### config.mk
export PLATFORM = sky130hd
export DESIGN_NAME = irq_acc_trap_dec
export DESIGN_NICKNAME = d
export VERILOG_FILES = /design/src/rtl/irq_acc_trap_pkg.sv /design/src/rtl/irq_acc_cause_map.sv /design/src/rtl/irq_acc_prio_pick.sv /design/src/rtl/irq_acc_trap_dec.sv
export SDC_FILE = /design/constraint.sdc
export NUM_CORES = 1
export LEC_CHECK = 0
export ABC_AREA = 1
export BUFFER_PORTS_ARGS = -buffer_cell sky130_fd_sc_hd__buf_2
export CELL_PAD_IN_SITES_DETAIL_PLACEMENT = 0
export CELL_PAD_IN_SITES_GLOBAL_PLACEMENT = 1
export CORE_AREA = 2 2 39 41
export DETAILED_ROUTE_END_ITERATION = 6
export DIE_AREA = 0 0 41 43
export PLACE_DENSITY_LB_ADDON = 0.1
export SLEW_MARGIN = 20
export SYNTH_ARGS = -nofsm -noshare
export SYNTH_HDL_FRONTEND = slang
export SYNTH_HIERARCHICAL = 1
export SYNTH_SLANG_ARGS = --single-unit
### constraint.sdc
create_clock -name clk -period 2.36 [get_ports clk]
set_clock_uncertainty 0.15 [all_clocks]
set_input_delay 0.236 -clock clk [delete_from_list [all_inputs] [get_ports clk]]
set_output_delay 0.236 -clock clk [all_outputs]
set_load 0.01 [all_outputs]
### src/rtl/irq_acc_trap_pkg.sv
package irq_acc_trap_pkg;
  localparam int CLS_W = 3;
  localparam int EL_W  = 2;
  localparam int WHY_W = 3;

  typedef enum logic [CLS_W-1:0] {
    CLS_G0   = 3'd0,
    CLS_G1   = 3'd1,
    CLS_DEACT= 3'd2,
    CLS_PRI  = 3'd3,
    CLS_SGI  = 3'd4,
    CLS_FREE = 3'd5,
    CLS_RSV6 = 3'd6,
    CLS_RSV7 = 3'd7
  } reg_cls_e;

  typedef enum logic [WHY_W-1:0] {
    WHY_NONE  = 3'd0,
    WHY_TALL  = 3'd1,
    WHY_TDIR  = 3'd2,
    WHY_TC    = 3'd3,
    WHY_ROUTE = 3'd4
  } trap_why_e;

  typedef struct packed {
    logic tall0;
    logic tall1;
    logic tc;
    logic tdir;
    logic imo;
    logic fmo;
  } hyp_ctl_t;

  typedef struct packed {
    logic      trap;
    logic      redir;
    trap_why_e why;
  } verdict_t;
endpackage

### src/rtl/irq_acc_cause_map.sv
// Gives, for each register class, which cause sources are active.
module irq_acc_cause_map
  import irq_acc_trap_pkg::*;
#(
  parameter int NCAUSE = 4
) (
  input  logic [CLS_W-1:0]  cls,
  input  hyp_ctl_t          ctl,
  output logic [NCAUSE-1:0] hit
);
  // bit 0 trap-all, bit 1 deactivate, bit 2 common, bit 3 routing
  always_comb begin
    hit = '0;
    unique case (cls)
      CLS_G0:    hit[0] = ctl.tall0;
      CLS_G1:    hit[0] = ctl.tall1;
      CLS_DEACT: begin
        hit[1] = ctl.tdir;
        hit[2] = ctl.tc;
      end
      CLS_PRI:   hit[2] = ctl.tc;
      CLS_SGI: begin
        hit[2] = ctl.tc;
        hit[3] = ctl.imo | ctl.fmo;
      end
      default:   hit = '0;
    endcase
  end
endmodule

### src/rtl/irq_acc_prio_pick.sv
// Picks the lowest-index active cause and gives its reason code.
module irq_acc_prio_pick
  import irq_acc_trap_pkg::*;
#(
  parameter int NCAUSE = 4
) (
  input  logic [NCAUSE-1:0] hit,
  output logic              any,
  output trap_why_e         why
);
  logic [NCAUSE-1:0] first;
  logic [NCAUSE:0]   seen;

  assign seen[0] = 1'b0;
  for (genvar i = 0; i < NCAUSE; i++) begin : g_scan
    assign first[i]  = hit[i] & ~seen[i];
    assign seen[i+1] = seen[i] | hit[i];
  end

  assign any = seen[NCAUSE];

  always_comb begin
    why = WHY_NONE;
    for (int i = 0; i < NCAUSE; i++)
      if (first[i]) why = trap_why_e'(WHY_W'(i + 1));
  end
endmodule

### src/rtl/irq_acc_trap_dec.sv
module irq_acc_trap_dec
  import irq_acc_trap_pkg::*;
#(
  parameter int          NCAUSE   = 4,
  parameter logic [1:0]  GUEST_EL = 2'd1
) (
  input  logic             clk,
  input  logic             rst,
  input  logic             acc_stb,
  input  logic [CLS_W-1:0] acc_cls,
  input  logic [EL_W-1:0]  acc_el,
  input  logic             acc_secure,
  input  logic             hc_tall0,
  input  logic             hc_tall1,
  input  logic             hc_tc,
  input  logic             hc_tdir,
  input  logic             hc_imo,
  input  logic             hc_fmo,
  output logic             res_valid,
  output logic             res_trap,
  output logic             res_redir,
  output logic [WHY_W-1:0] res_why
);
  hyp_ctl_t          ctl;
  logic [NCAUSE-1:0] hit;
  logic              any;
  trap_why_e         why;
  logic              guest;
  verdict_t          nxt, cur;
  logic              vld_q;

  assign ctl = '{tall0: hc_tall0, tall1: hc_tall1, tc: hc_tc,
                 tdir: hc_tdir, imo: hc_imo, fmo: hc_fmo};
  assign guest = (acc_el == GUEST_EL) && !acc_secure;

  irq_acc_cause_map #(.NCAUSE(NCAUSE)) u_map (
    .cls(acc_cls), .ctl(ctl), .hit(hit)
  );

  irq_acc_prio_pick #(.NCAUSE(NCAUSE)) u_pick (
    .hit(hit), .any(any), .why(why)
  );

  always_comb begin
    nxt = '{trap: 1'b0, redir: 1'b0, why: WHY_NONE};
    if (acc_stb && guest) begin
      if (any) begin
        nxt.trap = 1'b1;
        nxt.why  = why;
      end else if (hc_imo || hc_fmo) begin
        nxt.redir = 1'b1;
      end
    end
  end

  always_ff @(posedge clk) begin
    if (rst) begin
      vld_q <= 1'b0;
      cur   <= '{trap: 1'b0, redir: 1'b0, why: WHY_NONE};
    end else begin
      vld_q <= acc_stb;
      cur   <= nxt;
    end
  end

  assign res_valid = vld_q;
  assign res_trap  = cur.trap;
  assign res_redir = cur.redir;
  assign res_why   = cur.why;
endmodule

==> results of run 1 <==
==> metal layers <==
layer | part of all wire, % | global-route usage, % | vias to the layer above
li1 | - | - | 176
met1 | 34 | 7.67 | 131
met2 | 53 | 16.6 | 18
met3 | 12 | 1.57 | 2
met4 | 1.2 | 10.0 | 0
met5 | 0 | 0 | -
==> cell usage after synthesis, drive strengths merged <==
cell type and count:
nand3 3, nor2 12, inv 12, o21bai 1
o21ai 1, nor3b 1, dfxtp 6, nand4 1
nand2 6, a21oi 1
==> registers in the layout, summed over array words and instances, names as in the netlist <==
| register | flops |
|---|---|
| res_why | 3 |
| res_valid | 1 |
| res_redir | 1 |
| res_trap | 1 |
==> kinds of logic (layout without fill, tap and decap cells) <==
kind of cell / count (synthesis) / after routing
buffers and inverters: 12 / 35
flip-flops: 6 / 6
AO/OA/AOI/OAI: 3 / 3
AND/OR/NAND/NOR: 23 / 23
==> cell type report <==
cell class,instances,share of cell area (%)
Tap cell,16,4.37
Inverter,12,9.84
Timing Repair Buffer,20,21.9
Clock buffer,3,4.92
Sequential cell,6,26.2
Multi-Input combinational cell,26,32.8
==> stage by stage <==
step | util [%] | std cells | instance area (um2)
global placement | 31.5 | 80 | 435
CTS | 33.1 | 83 | 458
finish | 33.1 | 83 | 458
detailed placement | 31.5 | 80 | 435
floorplan | - | 44 | 315
global route | 33.1 | 83 | 458
==> power groups by stage <==
stage                     Sequential, uW  Clock, uW  Combinational (uW)
after floorplan                      106          0                20.5
after global placement               105          0                39.9
after detailed placement             105          0                39.7
after CTS                            103       97.7                39.9
after global routing                 103        102                45.9
final                                103       92.7                39.0
==> worst max-delay path, delay by kind of cell <==
kind	cells	cell delay, ns
simple gates	6	0.71
buf+inv	2	0.18
==> worst paths after layout <==
check,end,slack (ns),cells past startpoint
hold / removal,res_valid$_SDFF_PP0_,0.04,2
setup / recovery,res_why[0]$_SDFF_PP0_,1.25,8
==> run_results.csv, run 1 <==
group,metric,value,unit
status,status,"complete, no violations",
clocking,cts_max_level,1,
setup_path,critPathSlowestCell,"nor3b_2",
drt,via_per_inst,3.94,
sta,worstMarginPinSlew,0.183,ns
synth,synthXorXnorAreaFrac,0,%
clocking,post_cts_buffers,0,
power,seqPwrFrac,44.0,%
sta,holdWs,0.0351,ns
cells_and_area,nets,84,
clocking,numCtsBuffers,3,
sta,setup-tns-final,0,ns
cells_and_area,n_antenna_cell,0,
floorplan,floorplan.initialDensity,22.8,%
worst_hold_path,min-delay-start,"rst",
cells_and_area,final_cell_mix,"20 x buf_2, 11 x inv_1, 8 x nor2_1, 6 x dfxtp_1, 5 x nand2_1",
sta,setup_viol,0,
synth,synth_simple_gate_area_share,40.9,%
drt,first_pass_iters,1,
placed_design,dp_hpwl,591,um
clocking,cts_max_path_buffers,2,
global_route,grt_pass1_wl,1100,um
sta,setup_slack,1.25,ns
synth,yosysSeqAreaShare,38.1,%
setup_path,path_max_fanout,4,
power,p_int,179,uW
worst_hold_path,min_path_type,"in2reg",
synth,synth-seq-cells,6,
power,power,235,uW
power,power_frac_clock,39.4,%
drt,routedWlPerCell,7.80,um
floorplan,io_pins,21,
clocking,cts.sinks,6,
cells_and_area,multi_input_area,150,um2
setup_path,critPathKind,"in2reg",
synth,yosysTopAreaCell,"dfxtp_1",
sta,slew_viol_final,0,
sta,maxSlewHeadroom,87.8,%
global_route,antenna_found_initial,0,
synth,synth_warnings,6,
cells_and_area,final_common_cell,"buf_2",
placed_design,numPortBuffers,20,
synth,synth_compound_gate_area_share,6.75,%
global_route,grt_max_degree,5,
setup_path,cp_slowest_stage_delay,0.21,ns
placed_design,dp_slack,0.975,ns
run,timing.max_cap.violations,0,
floorplan,fp.coreArea,0.00138,mm2
setup_path,worstPathCellList,"buf_2, inv_1, nand2_1, nor3b_2, nor2_2, nand3_1, nand3_2, nor2_1",
drt,drc,0,
clocking,clkTransAtPathRegs,0.04,ns
clocking,ctsResizeCount,0,
synth,synth.distinct_cells,15,
power,ir_drop,0.0000820,V
sta,hold_viol_final,0,
floorplan,die_area,0.00176,mm2
drt,drt_iter0_drc,0,
cells_and_area,regArea,120,um2
clocking,root_buffer,"clkbuf_4",
global_route,first_global_vias,324,
sta,rsz0062_at_grt,"false",
synth,yosys.area.top_type_share,38.1,%
floorplan,row_count,14,
synth,synth_mux_area_share,0,%
sta,min_period_over_period,46.9,%
synth,synth_top_family_by_area,"simple AND/OR/NAND/NOR gates",
synth,avgSynthCellArea,7.17,um2
synth,syn-num-nets,59,
power,switching_power,56.5,uW
setup_path,cp.required,2.39,ns
synth,synth_area_leaders,"dfxtp_1 38%, inv_1 13%, nor2_1 9.5%",
floorplan,die_w,41,um
drt,num_vias,327,
power,cellLeakagePower,0.000254,uW
setup_path,worstSetupStartpointType,"primary input",
placed_design,gp_congestion,0.710,
drt,drtAntennaViolNets,0,
sta,clock.fmax,0.904,GHz
setup_path,endpoint_kind,"flip-flop",
clocking,cts_hold_buf,0,
cells_and_area,nFillCells,164,
drt,routed_wl,647,um
power,sw_frac_of_total,24.0,%
synth,syn_area,315,um2
setup_path,arrival,1.13,ns
clocking,cts_tree,"done",
global_route,grt-ovfl-total,0,
setup_path,crit_start,"acc_cls[2]",
cells_and_area,drive_above_1_share,47.8,%
power,comb_power_share,16.6,%
floorplan,die_h,43,um
power,power_density,513,mW/mm2
sta,period_needed,1.11,ns
cells_and_area,syn_to_final_growth,45.2,%
synth,synthAdderAreaFrac,0,%
synth,synthCells,44,
global_route,grtUsageTotal,9.52,%
Power figures use the tool's default switching activity.
==> run 2: changes to the inputs <==
--- a/config.mk
+++ b/config.mk
@@ -5,7 +5,7 @@
 export SDC_FILE = /design/constraint.sdc
 export NUM_CORES = 1
 export LEC_CHECK = 0
-export ABC_AREA = 1
+export ABC_AREA = 0
 export BUFFER_PORTS_ARGS = -buffer_cell sky130_fd_sc_hd__buf_2
 export CELL_PAD_IN_SITES_DETAIL_PLACEMENT = 0
 export CELL_PAD_IN_SITES_GLOBAL_PLACEMENT = 1
==> constraint.sdc (replaced) <==
create_clock -name clk -period 1.09 [get_ports clk]
set_clock_uncertainty 0.15 [all_clocks]
set_input_delay 0.109 -clock clk [delete_from_list [all_inputs] [get_ports clk]]
set_output_delay 0.109 -clock clk [all_outputs]
set_load 0.01 [all_outputs]
==> run 2 against run 1 <==
Routed wire length rose by 5.1%; largest cell class unchanged; clock-buffer cell count is the same; clock power up 120%; largest power group unchanged; first-iteration DRC count grew 5; final cell count shrank 11%.
==> run_results.csv, run 2 <==
group,metric,value,unit
clocking,cts_tree,"done",
clocking,post_cts_buffers,0,
global_route,grt-ovfl-total,0,
setup_path,arrival,1.02,ns
sta,setup_viol,0,
synth,yosysTopAreaCell,"dfxtp_1",
cells_and_area,multi_input_area,193,um2
setup_path,path_max_fanout,4,
cells_and_area,n_antenna_cell,0,
power,power_density,1080,mW/mm2
setup_path,cp_slowest_stage_delay,0.22,ns
setup_path,critPathBufInv,1,
placed_design,post_dp_cell_area,433,um2
sta,hold_viol_final,0,
worst_hold_path,min_path_type,"in2reg",
synth,synth.distinct_cells,16,
cells_and_area,drive_above_1_share,60.3,%
drt,routedWlPerCell,9.19,um
setup_path,endpoint_kind,"flip-flop",
drt,routed_wl,680,um
sta,rsz0062_at_grt,"true",
clocking,cts.sinks,6,
setup_path,critPathSlowestCell,"o21a_1",
floorplan,die_area,0.00176,mm2
setup_path,cp.required,1.10,ns
synth,avgSynthCellArea,9.10,um2
cells_and_area,regArea,120,um2
floorplan,floorplan.initialDensity,21.7,%
drt,num_vias,317,
cells_and_area,final_cell_mix,"20 x buf_2, 6 x dfxtp_1",
synth,syn-num-nets,48,
floorplan,die_w,41,um
placed_design,gp_congestion,0.620,
placed_design,dp_slack,-0.239,ns
cells_and_area,nFillCells,162,
synth,synth_edf_count,0,
synth,syn_area,300,um2
synth,synth_warnings,6,
global_route,grt_max_degree,6,
global_route,first_global_vias,288,
global_route,grtUsageTotal,9.50,%
sta,setup_slack,0.0816,ns
global_route,antenna_found_initial,0,
drt,first_pass_iters,2,
floorplan,row_count,14,
drt,drc,0,
sta,worstMarginPinSlew,0.262,ns
clocking,cts_max_level,1,
setup_path,critPathTopFamily,"simple AND/OR/NAND/NOR gates",
sta,slew_viol_final,0,
cells_and_area,nets,75,
clocking,numCtsBuffers,3,
cells_and_area,final_area,480,um2
clocking,cts_max_path_buffers,2,
floorplan,io_pins,21,
floorplan,die_h,43,um
synth,synthFlopType,"dfxtp_1",
synth,yosys.area.top_type_share,40.0,%
sta,clock.fmax,0.992,GHz
drt,drt_iter0_drc,5,
run,timing.max_cap.violations,0,
synth,yosysMostFrequentCell,"dfxtp_1",
cells_and_area,final_common_cell,"buf_2",
power,cellLeakagePower,0.000226,uW
synth,synth-seq-cells,6,
global_route,grt_pass1_wl,1090,um
synth,synth_area_leaders,"dfxtp_1 40%, nor3_1 8.3%, nand2_1 5.0%",
cells_and_area,syn_to_final_growth,60.0,%
floorplan,fp.coreArea,0.00138,mm2
setup_path,worstPathCellList,"buf_2, nor3b_2, o21a_1, nor4b_2, nand2_1, nor3_1",
drt,drtAntennaViolNets,0,
setup_path,critPathKind,"in2reg",
sta,maxSlewHeadroom,82.5,%
placed_design,numPortBuffers,20,
sta,min_period_over_period,92.5,%
synth,async_flop_share,0,%
clocking,root_buffer,"clkbuf_4",
status,status,"complete, no violations",
sta,period_needed,1.01,ns
cells_and_area,largest_register_ffs,3,
synth,yosysSeqAreaShare,40.0,%
power,ir_drop,0.000209,V
placed_design,dp_hpwl,582,um
drt,via_per_inst,4.28,
sta,holdWs,0.0321,ns
setup_path,worstSetupStartpointType,"primary input",
clocking,clkTransAtPathRegs,0.04,ns
synth,synthCells,33,
synth,synth.top_cells.by_count,"6 x dfxtp_1, 5 x nor3_1, 4 x nand2_1, 4 x nor2_1",
-- run 2: changes by cell type after synthesis, sizes merged, moves of 2 or more --
cell and change:
nor3 +5, o21a +2, nand2 -2, inv -10, nor2 -8, nand3 -3
-- run 2: metrics by stage --
| stage | TNS [ns] | total power (uW) | std cells | utilization (%) |
|---|---|---|---|---|
| after detailed placement | -1.07 | 315 | 70 | 31.3 |
| final | 0 | 520 | 74 | 34.7 |
| after global placement | -0.952 | 313 | 70 | 31.3 |
| after floorplan | 0 | 273 | 33 | - |
| after CTS | 0 | 526 | 74 | 33.6 |
| after global routing | 0 | 557 | 74 | 34.7 |
-- run 2: cell families (layout without fill, tap and decap cells) --
group	count (synthesis)	count (layout)	synth area share (%)
AOI/OAI and AO/OA	3	3	7.50
buffers and inverters	2	27	2.50
DFF	6	6	40.0
muxes	1	1	3.33
and+or+nand+nor	21	21	46.7
-- run 2: metal layers --
layer,routed length (um),up-vias,global-route usage (%)
met4,6,0,10.0
met2,362,16,14.4
li1,-,165,-
met1,245,134,9.84
met5,0,-,0
met3,65,2,1.57
-- run 2: path summary, 6_finish.rpt --
kind	slack, ns	start	cells after the start	endpoint
worst max-delay path	0.08	acc_cls[2]	6	res_why[2]$_SDFF_PP0_
worst min-delay path	0.03	hc_imo	3	res_redir$_SDFF_PP0_
-- run 2: timing repair --
item / in CTS / in global routing
endpoints found under the setup margin: 0 / 5
hold endpoints to repair: 1 / 0
hold buffers: 1 / 0
resized for setup: 0 / 4
-- run 2: report_power, final --
part	total [uW]	switching [uW]	leakage [uW]	internal (uW)
clock	202	77.4	0.0000138	124
sequential	224	0.637	0.0000486	223
combinational	94.3	46.1	0.000163	48.2
total	520	124	0.000226	396
-- run 2: final cells by class --
class                   instances  share of cell area (%)
inverters                       2                    1.56
multi-input cells              25                    40.1
repair buffers                 22                    24.5
flip-flops and latches          6                    25.0
clock buffers                   3                    4.69
well taps                      16                    4.17
-- run 2: worst min-delay path, cell delays in order --
cell and delay (ns):
buf_2 0.10, nor2_1 0.10, nor4_2 0.06
==> run 3: changes to the inputs <==
--- a/config.mk
+++ b/config.mk
@@ -13,6 +13,7 @@
 export DETAILED_ROUTE_END_ITERATION = 6
 export DIE_AREA = 0 0 41 43
 export PLACE_DENSITY_LB_ADDON = 0.1
+export SETUP_SLACK_MARGIN = 0.5
 export SLEW_MARGIN = 20
 export SYNTH_ARGS = -nofsm -noshare
 export SYNTH_HDL_FRONTEND = slang
==> run 3 against run 2 <==
The flow now finishes with violations (negative hold slack); core utilization rose by 1.7 points; clock power shrank 2%; setup slack worse by 0.020 ns; worst hold slack worse by 0.077 ns; via count down 0.63%; design area rose by 4.9%; non-clock buffer count shrank 1; global-route usage shrank 1.3 points; critical path type unchanged; critical path depth is 1 higher; sequential cell count unchanged; sequential share of layout area is 1.2 points lower.
==> run_results.csv, run 3 (same netlist as run 2, synthesis figures left out) <==
group,metric,value,unit
status,status,"finished, violations left",
status,violations,"negative hold slack",
worst_hold_path,min_path_type,"in2reg",
setup_path,path_max_fanout,5,
drt,routedWlPerCell,8.84,um
clocking,numCtsBuffers,3,
clocking,cts_tree,"done",
clocking,cts_max_path_buffers,2,
setup_path,critPathTopFamily,"simple AND/OR/NAND/NOR gates",
sta,maxSlewHeadroom,83.0,%
clocking,cts_max_level,1,
global_route,grt-ovfl-total,0,
setup_path,cp.required,1.10,ns
global_route,grt_pass1_wl,945,um
cells_and_area,final_common_cell,"buf_2",
cells_and_area,drive_above_1_share,61.4,%
sta,rsz0062_at_grt,"true",
floorplan,row_count,14,
sta,clock.fmax,0.972,GHz
placed_design,dp_hpwl,561,um
power,power_density,1050,mW/mm2
floorplan,die_h,43,um
setup_path,critPathSlowestCell,"o21a_1",
sta,period_needed,1.03,ns
floorplan,die_area,0.00176,mm2
sta,hold_viol_final,1,
floorplan,fp.coreArea,0.00138,mm2
global_route,grtUsageTotal,8.23,%
cells_and_area,nets,74,
cells_and_area,final_cell_mix,"17 x buf_2, 6 x dfxtp_1",
setup_path,critPathBufInv,1,
power,cellLeakagePower,0.000235,uW
floorplan,floorplan.initialDensity,21.7,%
setup_path,endpoint_kind,"flip-flop",
sta,worstMarginPinSlew,0.253,ns
global_route,antenna_found_initial,0,
setup_path,worstPathCellList,"buf_8, nor3b_4, o21a_1, nor2_2, nand2_2, nand2_1, nor3_1",
setup_path,worstSetupStartpointType,"primary input",
cells_and_area,largest_register_ffs,3,
drt,via_per_inst,4.32,
setup_path,cp-endpoint,"res_why[1]$_SDFF_PP0_",
global_route,first_global_vias,272,
placed_design,placedCellCount,70,
sta,setup_viol,0,
power,ir_drop,0.000292,V
global_route,grt_max_degree,6,
floorplan,die_w,41,um
clocking,root_buffer,"clkbuf_4",
cells_and_area,nFillCells,151,
run,timing.max_cap.violations,0,
clocking,cts.sinks,6,
floorplan,io_pins,21,
setup_path,arrival,1.04,ns
sta,holdWs,-0.0452,ns
drt,drc,0,
drt,routed_wl,645,um
placed_design,numPortBuffers,20,
placed_design,post_dp_cell_area,439,um2
placed_design,gp_congestion,0.645,
drt,first_pass_iters,3,
setup_path,critPathKind,"in2reg",
clocking,clkTransAtPathRegs,0.04,ns
cells_and_area,stdcell_count,73,
cells_and_area,n_antenna_cell,0,
sta,min_period_over_period,94.4,%
cells_and_area,final_area,504,um2
drt,drtAntennaViolNets,0,
drt,num_vias,315,
power,power,527,uW
setup_path,path_depth,7,
setup_path,cp_slowest_stage_delay,0.22,ns
sta,slew_viol_final,0,
cells_and_area,syn_to_final_growth,67.9,%
clocking,post_cts_buffers,0,
setup_path,crit_start,"acc_cls[1]",
drt,drt_iter0_drc,2,
## run 3: layout make-up
type,count,area (um2),area share (%)
Sequential cell,6,120,23.8
Clock buffer,3,22.5,4.47
Multi-Input combinational cell,25,196,39.0
Timing Repair Buffer,21,138,27.3
Tap cell,16,20.0,3.97
Inverter,2,7.51,1.49
## run 3: metal layers
layer  vias up  GRT usage, %  wire length (um)
met2        17          13.8               316
met1       131          6.11               213
met3         4          2.09                87
met4         0          10.0                27
li1        163             -                 -
met5         -             0                 0
## run 3: through the flow
step                setup slack [ns]  TNS [ns]  util, %
global placement              -0.211     -1.00     31.7
global route                0.000335         0     36.4
detailed placement            -0.241     -1.08     31.7
finish                        0.0613         0     36.4
CTS                           0.0844         0     35.6
floorplan                     0.0332         0        -
## run 3: where the power goes
group | internal (uW) | switching [uW]
Sequential | 223 | 0.558
Clock | 124 | 73.7
Combinational | 58.8 | 46.4
## run 3: worst min-delay path by stage
stage / from / to / cells past startpoint
6_report: acc_stb / res_valid$_SDFF_PP0_ / 2
5_1_grt: acc_stb / res_valid$_SDFF_PP0_ / 2
4_1_cts: acc_stb / res_valid$_SDFF_PP0_ / 2
3_5_place_dp: acc_stb / res_valid$_SDFF_PP0_ / 2
3_3_place_gp: acc_stb / res_valid$_SDFF_PP0_ / 2
2_1_floorplan: acc_stb / res_valid$_SDFF_PP0_ / 1
## run 3: repair_timing
action / CTS / global route
endpoints found under the setup margin: 11 / 11
pin swaps: 6 / 6
cloned: 0 / 0
hold endpoints to repair: 1 / 1
gates resized for setup: 10 / 3
